===== config.mk =====
export PLATFORM = sky130hd
export DESIGN_NAME = lsync_node
export DESIGN_NICKNAME = d
export VERILOG_FILES = /design/src/rtl/lsync_pkg.sv /design/src/rtl/lsync_rx_adjust.sv /design/src/rtl/lsync_max_sel.sv /design/src/rtl/lsync_period_det.sv /design/src/rtl/lsync_node.sv
export SDC_FILE = /design/constraint.sdc
export NUM_CORES = 1
export LEC_CHECK = 0
export BUFFER_PORTS_ARGS = -buffer_cell sky130_fd_sc_hd__buf_4
export CELL_PAD_IN_SITES_DETAIL_PLACEMENT = 2
export CELL_PAD_IN_SITES_GLOBAL_PLACEMENT = 2
export CORE_MARGIN = 2
export CORE_UTILIZATION = 27
export DETAILED_ROUTE_END_ITERATION = 8
export HOLD_SLACK_MARGIN = 0.08
export PLACE_DENSITY = 0.87
export SYNTH_ARGS = -nofsm -noshare
export SYNTH_HDL_FRONTEND = slang
export SYNTH_HIERARCHICAL = 1
export SYNTH_SLANG_ARGS = --single-unit

===== constraint.sdc =====
create_clock -name clk -period 7.4 [get_ports clk]
set_clock_uncertainty 0.15 [all_clocks]
set_input_delay 0.37 -clock clk [delete_from_list [all_inputs] [get_ports clk]]
set_output_delay 0.37 -clock clk [all_outputs]
set_load 0.03 [all_outputs]

===== src/rtl/lsync_pkg.sv =====
package lsync_pkg;

    typedef enum logic {
        MODE_BASIC   = 1'b0,
        MODE_REFINED = 1'b1
    } sync_mode_e;

endpackage


===== src/rtl/lsync_rx_adjust.sv =====
module lsync_rx_adjust #(
    parameter int NBR    = 3,
    parameter int CW     = 32,
    parameter int OFFSET = 0
) (
    input  logic [NBR*CW-1:0] rx_value,
    output logic [NBR*CW-1:0] cand_value
);
    localparam logic [CW-1:0] OFF_V = CW'(OFFSET);

    for (genvar i = 0; i < NBR; i++) begin : g_port
        assign cand_value[i*CW +: CW] = rx_value[i*CW +: CW] + OFF_V;
    end

endmodule


===== src/rtl/lsync_max_sel.sv =====
module lsync_max_sel #(
    parameter int NBR = 3,
    parameter int CW  = 32
) (
    input  logic [CW-1:0]     own_value,
    input  logic [NBR-1:0]    cand_valid,
    input  logic [NBR*CW-1:0] cand_value,
    output logic [CW-1:0]     best_value,
    output logic              adopt
);
    always_comb begin
        best_value = own_value;
        adopt      = 1'b0;
        for (int i = 0; i < NBR; i++) begin
            if (cand_valid[i] && (cand_value[i*CW +: CW] > best_value)) begin
                best_value = cand_value[i*CW +: CW];
                adopt      = 1'b1;
            end
        end
    end

endmodule


===== src/rtl/lsync_period_det.sv =====
module lsync_period_det #(
    parameter int PL = 4
) (
    input  logic [PL-1:0] low_bits,
    input  logic          gate,
    output logic          on_period
);
    assign on_period = gate && (low_bits == '0);

endmodule


===== src/rtl/lsync_node.sv =====
module lsync_node
    import lsync_pkg::*;
#(
    parameter int         NBR         = 3,
    parameter int         CW          = 32,
    parameter int         PERIOD_LOG2 = 4,
    parameter int         MIN_LAT     = 4,
    parameter sync_mode_e MODE        = MODE_REFINED
) (
    input  logic              clk,
    input  logic              rst_n,
    input  logic              hw_tick,
    input  logic [CW-1:0]     hw_init,
    input  logic [NBR-1:0]    rx_valid,
    input  logic [NBR*CW-1:0] rx_value,
    output logic [CW-1:0]     lclk,
    output logic [NBR-1:0]    tx_valid,
    output logic [NBR*CW-1:0] tx_value
);
    localparam int            PL     = PERIOD_LOG2;
    localparam int            OFFSET = (MODE == MODE_REFINED) ? MIN_LAT : 0;
    localparam logic [CW-1:0] ONE    = {{(CW-1){1'b0}}, 1'b1};
    localparam logic [CW-1:0] HALF   = {1'b1, {(CW-1){1'b0}}};

    typedef struct packed {
        logic [CW-1:0] hw;
        logic [CW-1:0] lc;
        logic          tx_v;
        logic [CW-1:0] tx_val;
    } node_st_t;

    node_st_t st_d, st_q;

    logic [CW-1:0]     hw_plus_d;
    logic [CW-1:0]     lc_plus_d;
    logic [CW-1:0]     lc_adv_d;
    logic [NBR*CW-1:0] cand_d;
    logic [CW-1:0]     best_d;
    logic              adopt_d;
    logic [PL-1:0]     per_bits_d;
    logic              per_gate_d;
    logic              send_d;

    assign hw_plus_d = st_q.hw + ONE;
    assign lc_plus_d = st_q.lc + ONE;
    assign lc_adv_d  = hw_tick ? lc_plus_d : st_q.lc;

    lsync_rx_adjust #(.NBR(NBR), .CW(CW), .OFFSET(OFFSET)) u_adjust (
        .rx_value   (rx_value),
        .cand_value (cand_d)
    );

    lsync_max_sel #(.NBR(NBR), .CW(CW)) u_max (
        .own_value  (lc_adv_d),
        .cand_valid (rx_valid),
        .cand_value (cand_d),
        .best_value (best_d),
        .adopt      (adopt_d)
    );

    if (MODE == MODE_REFINED) begin : g_hw_timed
        assign per_bits_d = hw_plus_d[PL-1:0];
        assign per_gate_d = hw_tick;
    end else begin : g_lc_timed
        assign per_bits_d = lc_plus_d[PL-1:0];
        assign per_gate_d = hw_tick & ~adopt_d;
    end

    lsync_period_det #(.PL(PL)) u_period (
        .low_bits  (per_bits_d),
        .gate      (per_gate_d),
        .on_period (send_d)
    );

    always_comb begin
        st_d        = st_q;
        st_d.hw     = hw_tick ? hw_plus_d : st_q.hw;
        st_d.lc     = best_d;
        st_d.tx_v   = send_d;
        st_d.tx_val = best_d;
    end

    always_ff @(posedge clk) begin
        if (!rst_n) begin
            st_q <= '{hw: hw_init, lc: hw_init, tx_v: 1'b0, tx_val: '0};
        end else begin
            st_q <= st_d;
        end
    end

    assign lclk = st_q.lc;

    for (genvar i = 0; i < NBR; i++) begin : g_tx
        assign tx_valid[i]          = st_q.tx_v;
        assign tx_value[i*CW +: CW] = st_q.tx_val;
    end

    AST_NO_BACKSTEP: assert property (@(posedge clk) disable iff (!rst_n)
        ((lclk - $past(lclk)) < HALF));

    AST_TICK_STEP: assert property (@(posedge clk) disable iff (!rst_n)
        (hw_tick && (rx_valid == '0)) |=> (lclk == $past(lclk) + ONE));

    AST_IDLE_HOLD: assert property (@(posedge clk) disable iff (!rst_n)
        (!hw_tick && (rx_valid == '0)) |=> $stable(lclk));

    AST_TX_SINGLE: assert property (@(posedge clk) disable iff (!rst_n)
        tx_valid[0] |=> !tx_valid[0]);

    AST_TX_ALIGNED: assert property (@(posedge clk) disable iff (!rst_n)
        ((tx_valid == '0) || (&tx_valid)));

    if (MODE == MODE_REFINED) begin : g_ast_ref
        AST_REF_GRID: assert property (@(posedge clk) disable iff (!rst_n)
            tx_valid[0] |-> (st_q.hw[PL-1:0] == '0));
    end else begin : g_ast_basic
        AST_BASIC_GRID: assert property (@(posedge clk) disable iff (!rst_n)
            tx_valid[0] |-> (lclk[PL-1:0] == '0));
    end

endmodule


# ---- After elaboration in Yosys (flattened, before gate mapping)
# Cells that the tools add are included.
dict set report classes {
  n_eq_ne 1
  n_addsub 5
  muxes 6
  reduce_logical 5
  n_lt_le_gt_ge 3
}
# operator count
set ops {}
lappend ops {{32-bit two-way mux} 5}
lappend ops {{97-bit two-way mux} 1}
lappend ops {{32-bit by 3-bit adder with 32-bit output (second input constant)} 3}
lappend ops {{32-bit greater-than comparator} 3}
lappend ops {{32-bit by 1-bit adder with 32-bit output (second input constant)} 2}
lappend ops {{1-bit logical AND} 4}
lappend ops {{4-bit logical NOT} 1}
lappend ops {{2-bit by 1-bit inequality test with 1-bit output (second input constant)} 1}
dict set report word_totals {
  register_bits 97
  out_inout_bits 131
  in_bits 134
  wordCells 24
}

# ---- Logic depth before layout (Yosys ltp)
# Gate-level depths: netlist of run 1.
dict set report logic_depth {
  depth_word 12
  mapped_depth 36
  depth_no_buf 32
}

# ---- Hierarchy
# The synthesis of run 1 kept the hierarchy.
# mod area_each_um2 seq_area_each_um2 instances cells_each
set modules_own_cells {}
lappend modules_own_cells {lsync_node 3642.2 1421.4 1 382}
lappend modules_own_cells {lsync_max_sel 3588.4 0.0 1 497}
lappend modules_own_cells {lsync_rx_adjust 1742.9 0.0 1 254}
lappend modules_own_cells {lsync_period_det 18.8 0.0 1 2}

# ---- Worst setup path before layout of run 1
# OpenSTA, ideal clock, no wires.
dict set report synth_path {
  kind {reg-to-reg}
  start {reg st_q, in the netlist lclk[0]}
  end {reg st_q, in the netlist lclk[3]}
  arrival_ps 7568
  n_path_buf 4
  slack_ps -432
  t_required_ps 7136
  synth_period_minus_slack_ps 7832
  path_stages_with_launch 36
  setup_ps 114
  cell_sequence {dfxtp_1 -> ha_1 -> nand4_2 -> nor3_1 -> nand2_1 -> xnor2_1 -> inv_1 -> ha_1 -> a21oi_1 -> nand2_1 -> a221o_1 -> o31a_2 -> o211ai_4 -> buf_8 -> mux2i_1 -> ha_1 -> a21oi_1 -> nand2_1 -> a221o_1 -> o311a_1 -> nor2_2 -> buf_2 -> buf_2 -> nor2_1 -> a21o_1 -> ha_1 -> a22o_1 -> nor4_1 -> o21ai_0 -> a211o_1 -> o31a_1 -> nor3_2 -> buf_2 -> a211oi_1 -> and2_1 -> a21o_1}
}
dict set report synth_via {
  elab_chain_cells 12
}
# item line
set synth_lines {}
lappend synth_lines {{start, declared} lsync_node.sv:32} ;# node_st_t st_d, st_q;
lappend synth_lines {{start signal, assigned} lsync_node.sv:85} ;# st_q <= '{hw: hw_init, lc: hw_init, tx_v: 1'b0, tx_val: '0};
lappend synth_lines {{start signal, assigned} lsync_node.sv:87} ;# st_q <= st_d;
lappend synth_lines {{32-bit by 1-bit adder with 32-bit output *} lsync_node.sv:45} ;# assign lc_plus_d = st_q.lc + ONE;
lappend synth_lines {{32-bit two-way mux *} lsync_node.sv:46} ;# assign lc_adv_d = hw_tick ? lc_plus_d : st_q.lc;
lappend synth_lines {{net lc_adv_d[14]} lsync_node.sv:36} ;# logic [CW-1:0] lc_adv_d;
lappend synth_lines {{32-bit greater-than comparator} lsync_max_sel.sv:15} ;# if (cand_valid[i] && (cand_value[i*CW +: CW] > best_value)) begin
lappend synth_lines {{1-bit logical AND} lsync_max_sel.sv:15}
lappend synth_lines {{32-bit two-way mux *} lsync_max_sel.sv:15}
lappend synth_lines {{32-bit greater-than comparator} lsync_max_sel.sv:15}
lappend synth_lines {{1-bit logical AND} lsync_max_sel.sv:15}
lappend synth_lines {{32-bit two-way mux *} lsync_max_sel.sv:15}
lappend synth_lines {{32-bit greater-than comparator} lsync_max_sel.sv:15}
lappend synth_lines {{1-bit logical AND} lsync_max_sel.sv:15}
lappend synth_lines {{32-bit two-way mux *} lsync_max_sel.sv:15}
lappend synth_lines {{net best_d[3]} lsync_node.sv:38} ;# logic [CW-1:0] best_d;
lappend synth_lines {{97-bit two-way mux *} lsync_node.sv:84} ;# if (!rst_n) begin
# Mark *: on every way through the listed nets, which the timed path passes. The rest lies on a longest branch.
# A chain may end at the register's enable or synchronous reset.

# ---- Worst setup path after layout of run 1
dict set report layout_path {
  start {reg st_q, in the netlist lclk[13]}
  end {reg st_q, in the netlist lclk[13]}
}
# Same word-level chain as after synthesis.

==> results of run 1 <==
## layer usage
metal | GRT usage | vias to the layer above | wire, µm
li1 | - | 4744 | -
met5 | 0 | - | 0
met1 | 0.3654 | 5993 | 26540
met3 | 0.06338 | 380 | 4774
met2 | 0.5920 | 820 | 33840
met4 | 0.1697 | 0 | 5670
## sequential cells by signal, indices dropped and copies added (netlist names)
signal and cells:
tx_value 32, tx_valid 1, lclk 32, st_q 4
## through the flow
| step | instances | TNS [ns] | hold WS, ns | instance area (µm²) | utilization |
|---|---|---|---|---|---|
| finish | 2010 | -120.14 | 0.03136 | 15050 | 0.4601 |
| global route | 2009 | -121.88 | 0.03460 | 15040 | 0.4601 |
| CTS | 1970 | -53.24 | 0.08238 | 13810 | 0.4223 |
| detailed placement | 1907 | -84.73 | 0.4277 | 12360 | 0.3781 |
| global placement | 1907 | -47.97 | 0.4176 | 12360 | 0.3781 |
| floorplan | 1134 | 0 | 0.3298 | 9136 | - |
## power groups by stage
stage	Combinational, µW	Clock, µW	Sequential (µW)
after floorplan	1650	0	582
after global placement	2510	0	585
after detailed placement	2670	0	603
after CTS	3060	522	605
after global routing	3910	557	643
final	3890	549	635
## critical path, delay by kind of cell (launching register included)
kind | cells | cell delay, ns
DFF | 1 | 0.38
AOI/OAI and AO/OA | 11 | 2.68
adders and majority gates | 3 | 0.93
buffers and inverters | 11 | 1.85
xor gates and xnor gates | 1 | 0.34
and+or+nand+nor | 12 | 2.56
muxes | 1 | 0.40
## path summary, 6_finish.rpt
kind               startpoint       end  slack [ns]  cells past startpoint
setup / recovery     lclk[13]  lclk[13]       -2.04                     39
hold reg to reg      st_q[65]  st_q[65]        0.58                      1
hold / removal    hw_init[10]  lclk[10]        0.03                      2
setup reg to reg     lclk[13]  lclk[13]       -2.04                     39
## layout make-up
type | count | area share
Multi-Input combinational cell | 839 | 0.5062
Timing Repair Buffer | 592 | 0.3249
Sequential cell | 69 | 0.09704
Tap cell | 442 | 0.03675
Clock buffer | 11 | 0.01688
Inverter | 50 | 0.01247
Clock inverter | 5 | 0.005405
Antenna cell | 2 | 0.0003326
## what timing repair did
| item | 4_1_cts | 5_1_grt |
|---|---|---|
| resized for setup | 117 | 161 |
| setup endpoints to repair | 64 | 64 |
| endpoints found under the hold margin | 23 | 0 |
| gates cloned | 5 | 3 |
| setup buffers | 19 | 46 |
| hold buffers | 23 | 0 |
| pin swaps | 37 | 63 |
## cell usage in the layout (no fill, tap or decap), types with 7 or more instances in the layout
cell type / count
buf_4: 527
xnor2_1: 81
nor2_1: 80
ha_1: 68
a21o_1: 67
nand4_1: 65
nand2_1: 53
nand3_1: 50
dfxtp_1: 50
inv_1: 45
ha_4: 32
nor3_1: 24
a21oi_1: 24
dlygate4sd3_1: 23
and2_4: 21
xor2_1: 19
and2_1: 18
buf_12: 18
mux2i_4: 18
buf_6: 17
a211oi_4: 17
and4_1: 16
xnor2_2: 16
nor3_2: 16
and3_1: 15
a211oi_2: 15
nor2_2: 13
clkbuf_16: 13
a21oi_2: 11
mux2i_2: 9
dfxtp_4: 8
dfxtp_2: 7
==> summary.txt, run 1 <==
Die
  • IO Pins: 265
  • Core Area: 0.03270 mm²
  • Initial core utilization: 0.2749
  • Die height: 186.5 µm
  • # rows: 66
  • Die X: 186.5 µm
  • Die Area: 0.03477 mm²

Worst setup path
  • Slowest CP cell: nor3_1
  • Worst-path fanout max: 8
  • Worst Setup Start Kind: flop
  • CP Class: reg2reg
  • Slowest stage delay, CP: 0.59 ns
  • WP data arrival: 9.57 ns
  • Critical Path End Type: flop
  • Worst Path Required: 7.53 ns
  • Crit path top cell by count: buf_12

Pwr
  • Switch Pwr: 2597 µW
  • Combinational power share: 0.766
  • Internal power: 2473 µW
  • Lkg Pwr: 0.006985 µW
  • Peak supply drop: 0.1245 mV
  • Flop pwr share: 0.125
  • Pwr Total: 5070 µW
  • PD cells: 336.9 mW/mm²
  • Switching share of power: 0.5123
  • Clk pwr share: 0.108

Global route
  • Overflow after GRT: 0
  • Initial antenna violation count: 3
  • Vias in the first global route: 12,557
  • First-pass GRT wire length: 86,020 µm
  • GR Util All Layers: 0.3280
  • Largest net degree at the start of global routing: 39

Layout
  • Sequential Area: 0.001460 mm²
  • Nets@finish: 1,796
  • Share of layout cells above drive strength 1: 0.5198
  • P&R area growth vs syn: 67.40%
  • Multi-input logic area: 0.007617 mm²
  • Filler cell count: 3,524

Place
  • Detailed placement HPWL: 38,410 µm
  • Placer Congestion: 0.8951
  • Dpl ws: -1.586 ns
  • Port bufs: 264

STA
  • Final setup viols: 64
  • Max-slew violation count: 0
  • RSZ-0062 raised after global routing: yes
  • Period utilization: 1.276
  • Worst slew pin tran: 0.9160 ns
  • Minimum clock period: 9.441 ns
  • FMAX: 105.9 MHz
  • Slew headroom: 0.3849
  • Setup slack after layout: -2.041 ns
  • Hold violation count in the final report: 0

CTS
  • Skew-Pair Late Insertion Delay: 0.39 ns
  • CTS tree: built
  • Clk root buf: clkbuf_16
  • Htree depth: 3
  • CTS clk-pin slew, worst paths: 0.08 ns
  • TritonCTS Sinks: 69
  • Max clock buf depth: 2
  • CTS buffer count: 9

Outcome
  • Failing checks: negative setup slack
  • Status: finished, violations left

Yosys
  • Cells after synthesis: 1,134
  • Netlist Area Pre-Place: 0.008989 mm²
  • Syn_nets: 1,369
  • Synth warnings: 6
  • Synthesized area per cell: 7.926 µm²

Detailed routing
  • Drt pass-1 iters: 5
  • DRC: 0
  • Wire length per cell: 35.24 µm
  • Via density: 5.939
  • Via Count: 11,937
  • Drt first-iter violations: 1,175
  • Drt total wl: 70,830 µm
  • Post-DRT Antenna Nets: 0

Job
  • Max-Cap Viols: 0

Hold path
  • Worst hold path class: in2reg
(Power assumes the default switching activity.)
==> inputs of run 2 (changes only) <==
--- a/config.mk
+++ b/config.mk
@@ -5,7 +5,7 @@
 export SDC_FILE = /design/constraint.sdc
 export NUM_CORES = 1
 export LEC_CHECK = 0
-export BUFFER_PORTS_ARGS = -buffer_cell sky130_fd_sc_hd__buf_4
+export BUFFER_PORTS_ARGS = -buffer_cell sky130_fd_sc_hd__buf_2
 export CELL_PAD_IN_SITES_DETAIL_PLACEMENT = 2
 export CELL_PAD_IN_SITES_GLOBAL_PLACEMENT = 2
 export CORE_MARGIN = 2
==> summary.txt, run 2 (synthesis results as in run 1) <==
Place
  • Dpl cells: 1,892 (-0.79%)
  • Placer Congestion: 0.8843 (-1.2%)
  • DP Area: 0.01153 mm² (-6.8%)
  • Port bufs: 264 (unchanged)
  • Detailed placement HPWL: 37,420 µm (-2.6%)
  • Dpl ws: -1.637 ns (-0.05080 ns)

Job
  • Max-Cap Viols: 0 (unchanged)

Global route
  • Largest net degree at the start of global routing: 39 (unchanged)
  • GR Util All Layers: 0.3466 (+0.01862)
  • Overflow after GRT: 0 (unchanged)
  • First-pass GRT wire length: 90,090 µm (+4.7%)
  • Initial antenna violation count: 4 (+1)
  • Vias in the first global route: 12,858 (+2.4%)

Worst setup path
  • Reg-to-reg critical path endpoint: lclk[17]
  • Crit path top cell by count: buf_6
  • Worst Path Required: 7.58 ns (+0.05 ns)
  • Reg2reg start: lclk[8]
  • R2R setup slack: -2.64 ns (-0.59 ns)
  • Worst-path fanout max: 7 (-1)
  • WP data arrival: 10.22 ns (+0.65 ns)
  • Worst Setup Start Kind: flop
  • Reg2Reg Depth: 42 (+7.7%)
  • Slowest CP cell: a211oi_1
  • CP Class: reg2reg
  • Slowest stage delay, CP: 0.58 ns (about the same)
  • Critical Path End Type: flop

Detailed routing
  • Wire length per cell: 36.66 µm (+4.0%)
  • DRC: 0 (unchanged)
  • Via Count: 12,361 (+3.6%)
  • Drt first-iter violations: 1,316 (+12%)
  • Drt pass-1 iters: 6 (+1)
  • Via density: 6.134 (+3.3%)
  • Post-DRT Antenna Nets: 0 (unchanged)
  • Drt total wl: 73,860 µm (+4.3%)

Layout
  • Sequential Area: 0.001455 mm² (-0.34%)
  • P&R area growth vs syn: 62.12%
  • Share of layout cells above drive strength 1: 0.5318 (+0.01205)
  • Post-route cell area: 0.01457 mm² (-3.2%)
  • Most frequent cells in the layout: 269 x buf_4, 264 x buf_2, 79 x nor2_1
  • Most common cell after layout, fill and taps aside: buf_4
  • Filler cell count: 3,540 (+0.45%)
  • Multi-input logic area: 0.007812 mm² (+2.6%)
  • Nets@finish: 1,800 (+0.22%)
  • Final Instance Count excl. Fillers: 2,015 (+0.25%)

Hold path
  • Worst Hold Path EP: lclk[22]
  • Worst hold path class: in2reg
  • Min-Delay Startpoint: hw_init[22]
  • Hold Path Stages: 2 (unchanged)

CTS
  • Clk root buf: clkbuf_16
  • TritonCTS Sinks: 69 (unchanged)
  • CTS clk-pin slew, worst paths: 0.08 ns (about the same)
  • CTS tree: built
  • Skew-Pair Late Insertion Delay: 0.40 ns (about the same)
  • Max clock buf depth: 2 (unchanged)
  • CTS buffer count: 9 (unchanged)
  • Htree depth: 3 (unchanged)

STA
  • Worst slew pin tran: 1.046 ns (+0.1302 ns)
  • Max-slew violation count: 0 (unchanged)
  • Period utilization: 1.356 (+0.08031)
  • FMAX: 99.65 MHz (-5.9%)
  • Minimum clock period: 10.04 ns (+0.5943 ns)
  • Slew headroom: 0.2975 (-0.08741)
  • RSZ-0062 raised after global routing: yes
  • Setup slack after layout: -2.635 ns (-0.5943 ns)
  • Final setup viols: 64 (unchanged)
  • Hold violation count in the final report: 0 (unchanged)

Die
  • Die height: 186.5 µm (unchanged)
  • Die Area: 0.03477 mm² (unchanged)
  • Core Area: 0.03270 mm² (unchanged)
  • IO Pins: 265 (unchanged)
  • # rows: 66 (unchanged)
  • Die X: 186.5 µm (unchanged)
  • Initial core utilization: 0.2749 (unchanged)

Outcome
  • Failing checks: negative setup slack
  • Status: finished, violations left

Pwr
  • Peak supply drop: 0.1475 mV (+18%)
  • PD cells: 341.0 mW/mm² (+1.2%)
  • Lkg Pwr: 0.006879 µW (-1.5%)
==> run 2: cell types whose count changed in the layout (fill, tap and decap cells not counted), sizes merged <==
cell	previous run	this run
buf	566	578
bufbuf	0	1
clkbuf	14	10
clkinv	3	4
clkinvlp	1	0
diode	2	3
dlygate4sd3	23	17
inv	49	50
==> run 2: repair_timing <==
action / 4_1_cts / 5_1_grt
endpoints found under the setup margin: 64 / 64
resized for setup: 195 / 127
hold buffers: 17 / 0
buffers inserted: 40 / 44
pin swaps: 54 / 73
hold endpoints to repair: 17 / 0
cloned: 8 / 0
==> run 2: worst max-delay path, delay by kind of cell, from the launching register on <==
kind | cells | cell delay [ns]
flops | 1 | 0.38
xor+xnor | 1 | 0.29
fa+ha+maj | 3 | 0.80
mux | 1 | 0.40
compound gates | 16 | 4.59
buf+inv | 14 | 1.93
simple gates | 7 | 1.37
==> run 2: routing by layer <==
layer	vias up	wire [µm]	part of all wire	track usage
met3	474	6330	0.086	0.09046
met1	6096	27010	0.37	0.3828
li1	4772	-	-	-
met4	2	7270	0.098	0.2292
met2	1017	33240	0.45	0.5884
met5	-	13	0.00018	0
==> run 2: layout make-up <==
type                    instances  area share
flip-flops and latches         69     0.09985
multi-input cells             839      0.5361
repair buffers                596      0.2905
clock buffers                  10     0.01640
clock inverters                 6    0.005838
well taps                     442     0.03795
inverters                      50     0.01288
diodes                          3   0.0005152
==> run 2: worst max-delay path by stage <==
stage            start  endpoint  cells past startpoint
2_1_floorplan  lclk[8]   lclk[8]                     34
3_3_place_gp   lclk[1]  lclk[31]                     40
3_5_place_dp   hw_tick  lclk[31]                     38
4_1_cts        lclk[5]  lclk[19]                     39
5_1_grt        lclk[8]  lclk[17]                     42
6_report       lclk[8]  lclk[17]                     42
==> run 2: report_power, final <==
group          leakage (µW)  total [µW]  internal [µW]  switching (µW)
Clock              0.000163         533            304             228
Sequential         0.000589         626            492             134
Combinational       0.00613        3810           1520            2290
==> run 2: metrics by stage <==
| step | TNS (ns) | hold slack, ns | power, µW | utilization |
|---|---|---|---|---|
| 3_5_place_dp | -90.82 | 0.4225 | 3039 | 0.3525 |
| 5_1_grt | -145.11 | 0.06993 | 4989 | 0.4456 |
| 3_3_place_gp | -44.05 | 0.4211 | 2862 | 0.3525 |
| 2_1_floorplan | 0 | 0.3298 | 2231 | - |
| 6_report | -148.88 | 0.06960 | 4969 | 0.4456 |
| 4_1_cts | -59.29 | 0.08356 | 4080 | 0.4135 |
